## src/rtl/cbs_pkg.sv

```systemverilog
// Package: shared constants and types for the credit-based shaper arbiter.
// Assumes: a 32-bit register data path, and that slope fields start at bit 0.
package cbs_pkg;

    localparam int CFG_DATA_W = 32;
    localparam int SLOPE_BITS = 20;

    // Word indices of the two slope registers
    localparam int SEND_IDX = 0;
    localparam int IDLE_IDX = 1;
    localparam int NUM_SLOPES = 2;

    // Reset values; idle/(idle+send) = 6144/8192 gives a 75% AV cap
    localparam logic [SLOPE_BITS-1:0] SEND_RESET = SLOPE_BITS'(2048);
    localparam logic [SLOPE_BITS-1:0] IDLE_RESET = SLOPE_BITS'(6144);

    typedef enum logic [1:0] {
        ARB_PICK = 2'd0,
        ARB_AV   = 2'd1,
        ARB_BE   = 2'd2
    } arb_state_t;

endpackage

```

## src/rtl/cbs_slope_regs.sv

```systemverilog
// Module: slope register file. Holds the send and idle slope fields.
// Assumes: single-cycle writes; reads are combinational on the address.
module cbs_slope_regs
    import cbs_pkg::*;
#(
    parameter int SLOPE_W = SLOPE_BITS,
    parameter int ADDR_W  = 2,
    parameter int DATA_W  = CFG_DATA_W
) (
    input  logic               clk,
    input  logic               rst_n,
    input  logic               we,
    input  logic [ADDR_W-1:0]  addr,
    input  logic [DATA_W-1:0]  wdata,
    output logic [DATA_W-1:0]  rdata,
    output logic [SLOPE_W-1:0] send_slope,
    output logic [SLOPE_W-1:0] idle_slope
);

    localparam int PAD_W = DATA_W - SLOPE_W;

    logic [SLOPE_W-1:0] slope_q [NUM_SLOPES];

    for (genvar gi = 0; gi < NUM_SLOPES; gi++) begin : g_slope
        localparam logic [SLOPE_W-1:0] RST_V =
            (gi == SEND_IDX) ? SLOPE_W'(SEND_RESET) : SLOPE_W'(IDLE_RESET);

        // Load one slope field on a matching write; upper data bits are dropped
        always_ff @(posedge clk) begin
            if (!rst_n) begin
                slope_q[gi] <= RST_V;
            end else if (we && (addr == ADDR_W'(gi))) begin
                slope_q[gi] <= wdata[SLOPE_W-1:0];
            end
        end
    end

    // Read mux: zero-extended field, zero for unmapped addresses
    always_comb begin
        rdata = '0;
        for (int i = 0; i < NUM_SLOPES; i++) begin
            if (addr == ADDR_W'(i)) begin
                rdata = {{PAD_W{1'b0}}, slope_q[i]};
            end
        end
    end

    assign send_slope = slope_q[SEND_IDX];
    assign idle_slope = slope_q[IDLE_IDX];

endmodule

```

## src/rtl/cbs_credit.sv

```systemverilog
// Module: signed credit accumulator for the AV class.
// Assumes: CRED_W is wide enough that one maximum-length AV frame at the
// largest send slope cannot wrap the negative side. The positive side saturates.
module cbs_credit #(
    parameter int SLOPE_W = 20,
    parameter int CRED_W  = 36
) (
    input  logic                     clk,
    input  logic                     rst_n,
    input  logic                     av_active,
    input  logic                     av_ready,
    input  logic [SLOPE_W-1:0]       send_slope,
    input  logic [SLOPE_W-1:0]       idle_slope,
    output logic signed [CRED_W-1:0] credit,
    output logic                     credit_ok
);

    localparam int XW    = CRED_W + 1;
    localparam int EXT_W = XW - SLOPE_W;
    localparam logic signed [XW-1:0] CMAX_X = {2'b00, {(CRED_W-1){1'b1}}};
    localparam logic signed [CRED_W-1:0] CMAX = {1'b0, {(CRED_W-1){1'b1}}};

    logic signed [CRED_W-1:0] credit_q;
    logic signed [CRED_W-1:0] credit_d;
    logic signed [XW-1:0]     cred_x;
    logic signed [XW-1:0]     idle_x;
    logic signed [XW-1:0]     send_x;
    logic signed [XW-1:0]     up_x;
    logic signed [XW-1:0]     down_x;

    // Widen operands by one bit so the sums cannot wrap
    always_comb begin
        cred_x = {credit_q[CRED_W-1], credit_q};
        idle_x = signed'({{EXT_W{1'b0}}, idle_slope});
        send_x = signed'({{EXT_W{1'b0}}, send_slope});
        up_x   = cred_x + idle_x;
        down_x = cred_x - send_x;
    end

    // Next credit: drain while sending, gain while waiting, settle toward zero when idle
    always_comb begin
        if (av_active) begin
            credit_d = down_x[CRED_W-1:0];
        end else if (av_ready) begin
            credit_d = (up_x > CMAX_X) ? CMAX : up_x[CRED_W-1:0];
        end else if (credit_q < 0) begin
            credit_d = (up_x > 0) ? '0 : up_x[CRED_W-1:0];
        end else begin
            credit_d = '0;
        end
    end

    // Credit register, cleared by reset
    always_ff @(posedge clk) begin
        if (!rst_n) begin
            credit_q <= '0;
        end else begin
            credit_q <= credit_d;
        end
    end

    assign credit    = credit_q;
    assign credit_ok = !credit_q[CRED_W-1];

endmodule

```

## src/rtl/cbs_grant_fsm.sv

```systemverilog
// Module: non-preemptive frame grant state machine.
// Assumes: frame_done is pulsed during the last cycle of a granted frame.
// Every grant is followed by one arbitration cycle with no grant.
module cbs_grant_fsm
    import cbs_pkg::*;
(
    input  logic clk,
    input  logic rst_n,
    input  logic av_ready,
    input  logic be_ready,
    input  logic frame_done,
    input  logic credit_ok,
    output logic grant_av,
    output logic grant_be
);

    arb_state_t state_q;
    arb_state_t state_d;

    // Next state: AV first when eligible, BE fills otherwise, hold until done
    always_comb begin
        state_d = state_q;
        unique case (state_q)
            ARB_PICK: begin
                if (av_ready && credit_ok) begin
                    state_d = ARB_AV;
                end else if (be_ready) begin
                    state_d = ARB_BE;
                end
            end
            ARB_AV, ARB_BE: begin
                if (frame_done) begin
                    state_d = ARB_PICK;
                end
            end
            default: state_d = ARB_PICK;
        endcase
    end

    // State register, returns to arbitration on reset
    always_ff @(posedge clk) begin
        if (!rst_n) begin
            state_q <= ARB_PICK;
        end else begin
            state_q <= state_d;
        end
    end

    assign grant_av = (state_q == ARB_AV);
    assign grant_be = (state_q == ARB_BE);

endmodule

```

## src/rtl/cbs_tx_arbiter.sv

```systemverilog
// Module: credit-based transmit shaper arbiter (top).
// Assumes: no frame longer than MAX_FRAME cycles; ready flags are level signals.
module cbs_tx_arbiter
    import cbs_pkg::*;
#(
    parameter int SLOPE_W   = SLOPE_BITS,
    parameter int ADDR_W    = 2,
    parameter int MAX_FRAME = 16384
) (
    input  logic              clk,
    input  logic              rst_n,
    input  logic              av_ready,
    input  logic              be_ready,
    input  logic              frame_done,
    input  logic              cfg_we,
    input  logic [ADDR_W-1:0] cfg_addr,
    input  logic [31:0]       cfg_wdata,
    output logic [31:0]       cfg_rdata,
    output logic              grant_av,
    output logic              grant_be
);

    localparam int CRED_W = SLOPE_W + $clog2(MAX_FRAME) + 2;

    logic [SLOPE_W-1:0]       send_slope;
    logic [SLOPE_W-1:0]       idle_slope;
    logic signed [CRED_W-1:0] credit_q;
    logic                     credit_ok;

    cbs_slope_regs #(
        .SLOPE_W (SLOPE_W),
        .ADDR_W  (ADDR_W),
        .DATA_W  (32)
    ) u_regs (
        .clk        (clk),
        .rst_n      (rst_n),
        .we         (cfg_we),
        .addr       (cfg_addr),
        .wdata      (cfg_wdata),
        .rdata      (cfg_rdata),
        .send_slope (send_slope),
        .idle_slope (idle_slope)
    );

    cbs_credit #(
        .SLOPE_W (SLOPE_W),
        .CRED_W  (CRED_W)
    ) u_credit (
        .clk        (clk),
        .rst_n      (rst_n),
        .av_active  (grant_av),
        .av_ready   (av_ready),
        .send_slope (send_slope),
        .idle_slope (idle_slope),
        .credit     (credit_q),
        .credit_ok  (credit_ok)
    );

    cbs_grant_fsm u_fsm (
        .clk        (clk),
        .rst_n      (rst_n),
        .av_ready   (av_ready),
        .be_ready   (be_ready),
        .frame_done (frame_done),
        .credit_ok  (credit_ok),
        .grant_av   (grant_av),
        .grant_be   (grant_be)
    );

endmodule

```

## config.mk

```make
export PLATFORM = sky130hd
export DESIGN_NAME = cbs_tx_arbiter
export DESIGN_NICKNAME = d
export VERILOG_FILES = /design/src/rtl/cbs_pkg.sv /design/src/rtl/cbs_slope_regs.sv /design/src/rtl/cbs_credit.sv /design/src/rtl/cbs_grant_fsm.sv /design/src/rtl/cbs_tx_arbiter.sv
export SDC_FILE = /design/constraint.sdc
export NUM_CORES = 1
export LEC_CHECK = 0
export BUFFER_PORTS_ARGS = -buffer_cell sky130_fd_sc_hd__buf_4
export CAP_MARGIN = 20
export CORE_AREA = 5 5 142 144
export DETAILED_ROUTE_END_ITERATION = 12
export DIE_AREA = 0 0 147 149
export SYNTH_ARGS = -nofsm -noshare
export SYNTH_HDL_FRONTEND = slang
export SYNTH_SLANG_ARGS = --single-unit
```

## constraint.sdc

```tcl
create_clock -name clk -period 3.6 [get_ports clk]
set_input_delay 0.18 -clock clk [delete_from_list [all_inputs] [get_ports clk]]
set_output_delay 0.18 -clock clk [all_outputs]
set_load 0.01 [all_outputs]
```

==> run_results.csv <==
group,metric,value,unit
outcome,outcome,"complete, no violations",
worst_setup_path,path_delay_family,"compound AO/OA/AOI/OAI gates",
placed_design,port_buffers,49,
power_and_ir_drop,pwr_density_cell,625,nW/um^2
grt,grt_pass1_vias,5500,
yosys,avgSynthCellArea,8.53,sq um
grt,grt_usage,15.7,%
yosys,ys.flop_type,"edfxtp_1",
layout,fin_nets,911,
placed_design,dpl_cell_area,7250,sq um
worst_setup_path,critical_path_class,"flip-flop to flip-flop",
grt,grt_max_degree,25,
timing,max_freq,280,MHz
yosys,yosys_warnings,0,
floorplan,die_w,147,microns
worst_setup_path,crit_cells,14,
routing,route.detailed.drc,0,
grt,grt_first_pass_wirelength,27900,microns
cts,clk_latency,340,ps
placed_design,place_ws,-59.8,ps
floorplan,die_y,149,microns
yosys,netlist_top_cells_count,"nor2_1, nand2_1, and2_1",
worst_setup_path,worstPathCellList,"ha_2, fa_2, a21o_1, a221o_1, a31oi_4, o41ai_4, buf_4, a311o_1, nand2_1, and4_1, and4_4, o21ai_4, buf_12, o22ai_2",
cts,clk_pin_slew_worst_paths,70,ps
yosys,postSynthCellCount,759,
layout,insertedDiodeCount,0,
timing,setup_tns,0,ps
worst_setup_path,slowest_delay,420,ps
layout,postLayoutCellArea,7710,sq um
placed_design,gp_congestion,0.910,
routing,wl,17400,microns
yosys,synth_area_leader_cell,"edfxtp_1",
timing,finalCritPeriodShare,99.2,%
worst_setup_path,setup.worst_path.end_class,"flip-flop",
timing,rsz0062_at_grt,"yes",
cts,htree_levels,3,
cts,cts_sinks,78,
timing,whs,90.3,ps
routing,wire_per_inst,16.3,microns
layout,drive_gt1_share,18.1,%
routing,ant_nets,0,
worst_setup_path,slowest_stage,"edfxtp_1",
worst_setup_path,reg2reg_depth,14,
routing,drt_iter0_drc,332,
worst_setup_path,r2r_slack,30,ps
worst_setup_path,cp_max_fo,17,
timing,slew-limit-headroom,43.4,%
cts,cts_tree,"built",
floorplan,ios,74,
yosys,syn_area,6470,sq um
hold_path,hold_class,"input pin to flip-flop",
cts,clockRootBuffer,"clkbuf_16",
cts,clock_path_buffers,2,
power_and_ir_drop,p_leak,3.29,nW
grt,antenna_found_initial,0,
routing,firstDrtPassIters,5,
timing,final_max_slew_viol_count,0,
timing,worst_pin_slew,847,ps
layout,final_util,41.5,%
hold_path,min_path_cells,3,
worst_setup_path,cp.arrival,3830,ps
flow_run,drv_cap,0,
timing,period_minus_slack,3570,ps
timing,fin_worst_skew,11.6,ps
placed_design,hpwl,13400,microns
routing,viasPerCell,5.29,
timing,hold_viol,0,
power_and_ir_drop,vdd_drop_max,294,uV
yosys,yosysMostFrequentCell,"nor2_1",
layout,area_growth,19.2,%
worst_setup_path,required,3860,ps
worst_setup_path,start_kind,"flip-flop",
floorplan,core_area,18600,sq um
yosys,ys_seq_elements,78,
floorplan,row_count,50,
yosys,synth_area_leaders,"edfxtp_1, dfxtp_1, ha_1",
timing,setup_viol_count_final,0,
routing,dr_total_vias,5633,
yosys,synth_top_area_share,18.6,%
floorplan,dieArea,21900,sq um
yosys,yosysUniqueCellTypes,73,
yosys,synth_async_sr_flop_share,0,%
timing,setup_ws,28.5,ps
floorplan,start_util,34.8,%
grt,grt_overflow,0,
worst_setup_path,path_buf_inv,2,
yosys,synth_edf_count,40,
cts,cts_buffers,9,
yosys,ys_seq_area_share,30.3,%
==> power by group <==
part           switching, W  leakage (nW)  total (W)  internal [W]
registers          0.000161         0.705    0.00124       0.00108
logic               0.00143          2.44    0.00258       0.00114
clock network      0.000395         0.150    0.00100      0.000609
total               0.00199          3.29    0.00482       0.00283
==> cell usage in the layout (no fill, tap or decap), drive strengths merged, types with 7 or more instances in the layout <==
cell	netlist	routed
and2	48	48
a21boi	13	13
xnor2	31	31
a21oi	44	44
o21a	9	9
nor2	68	68
xor2	24	24
nand2b	13	13
nand4	11	11
inv	35	36
nand2	64	64
dfxtp	38	38
a21o	12	12
edfxtp	40	40
nand3b	7	7
nor3	17	17
ha	43	43
clkbuf	25	9
conb	1	12
o22ai	29	29
and3	9	9
buf	22	92
nand3	11	11
o21ai	37	37
nor4	7	7
mux2i	22	22
==> worst register-to-register path, delay by kind of cell (launching register included) <==
kind	cells	cell delay, ps
buf+inv	2	360
compound gates	7	1570
fa+ha+maj	2	560
simple gates	3	570
flops	1	420
==> path summary, 6_finish.rpt <==
check | from | to
max reg2reg | u_regs.slope_q[1][0] | u_credit.credit[7]
max | u_regs.slope_q[1][0] | u_credit.credit[7]
min reg2reg | u_fsm.state_q[0] | u_fsm.state_q[0]
min | be_ready | u_fsm.state_q[1]
==> area by class of cell <==
type	count	area, sq um
Multi-Input combinational cell	610	4260
Clock inverter	7	96.3
Timing Repair Buffer	92	743
Sequential cell	78	1960
Tap cell	234	293
Fill cell	1835	10900
Inverter	35	131
Clock buffer	9	225
==> per-stage QoR <==
stage          cells  total power, W
4_1_cts         1058         0.00473
5_1_grt         1065         0.00517
3_3_place_gp    1042         0.00369
2_1_floorplan    770         0.00306
6_report        1065         0.00482
3_5_place_dp    1042         0.00370
==> kinds of logic (layout without fill, tap and decap cells) <==
logic type | count (synthesis) | after routing | synth area share [%]
simple gates | 280 | 280 | 22.2
compound gates | 195 | 195 | 21.7
buf+inv | 82 | 143 | 5.74
flops | 78 | 78 | 30.3
xor+xnor | 55 | 55 | 7.44
fa+ha+maj | 45 | 45 | 8.93
mux | 23 | 23 | 3.58
other cells | 1 | 12 | 0.0579
==> sequential cells by signal (all words and copies together), names as in the netlist <==
register and count:
u_regs.slope_q 40, u_credit.credit 36, u_fsm.state_q 2
==> what timing repair did <==
item | in CTS | in global routing
pin swaps | 1 | 12
setup buffers | 0 | 6
hold buffers | 0 | 0
endpoints found under the setup margin | 22 | 35
cloned | 0 | 0
gates resized for setup | 2 | 26
==> routing by layer <==
layer	up-vias	GRT usage, %	share of wire [%]
met5	-	0	0
met4	0	5.96	2.1
met3	28	2.34	3.5
met2	123	26.3	46
met1	2632	20.5	48
li1	2850	-	-
(Power assumes the default switching activity.)
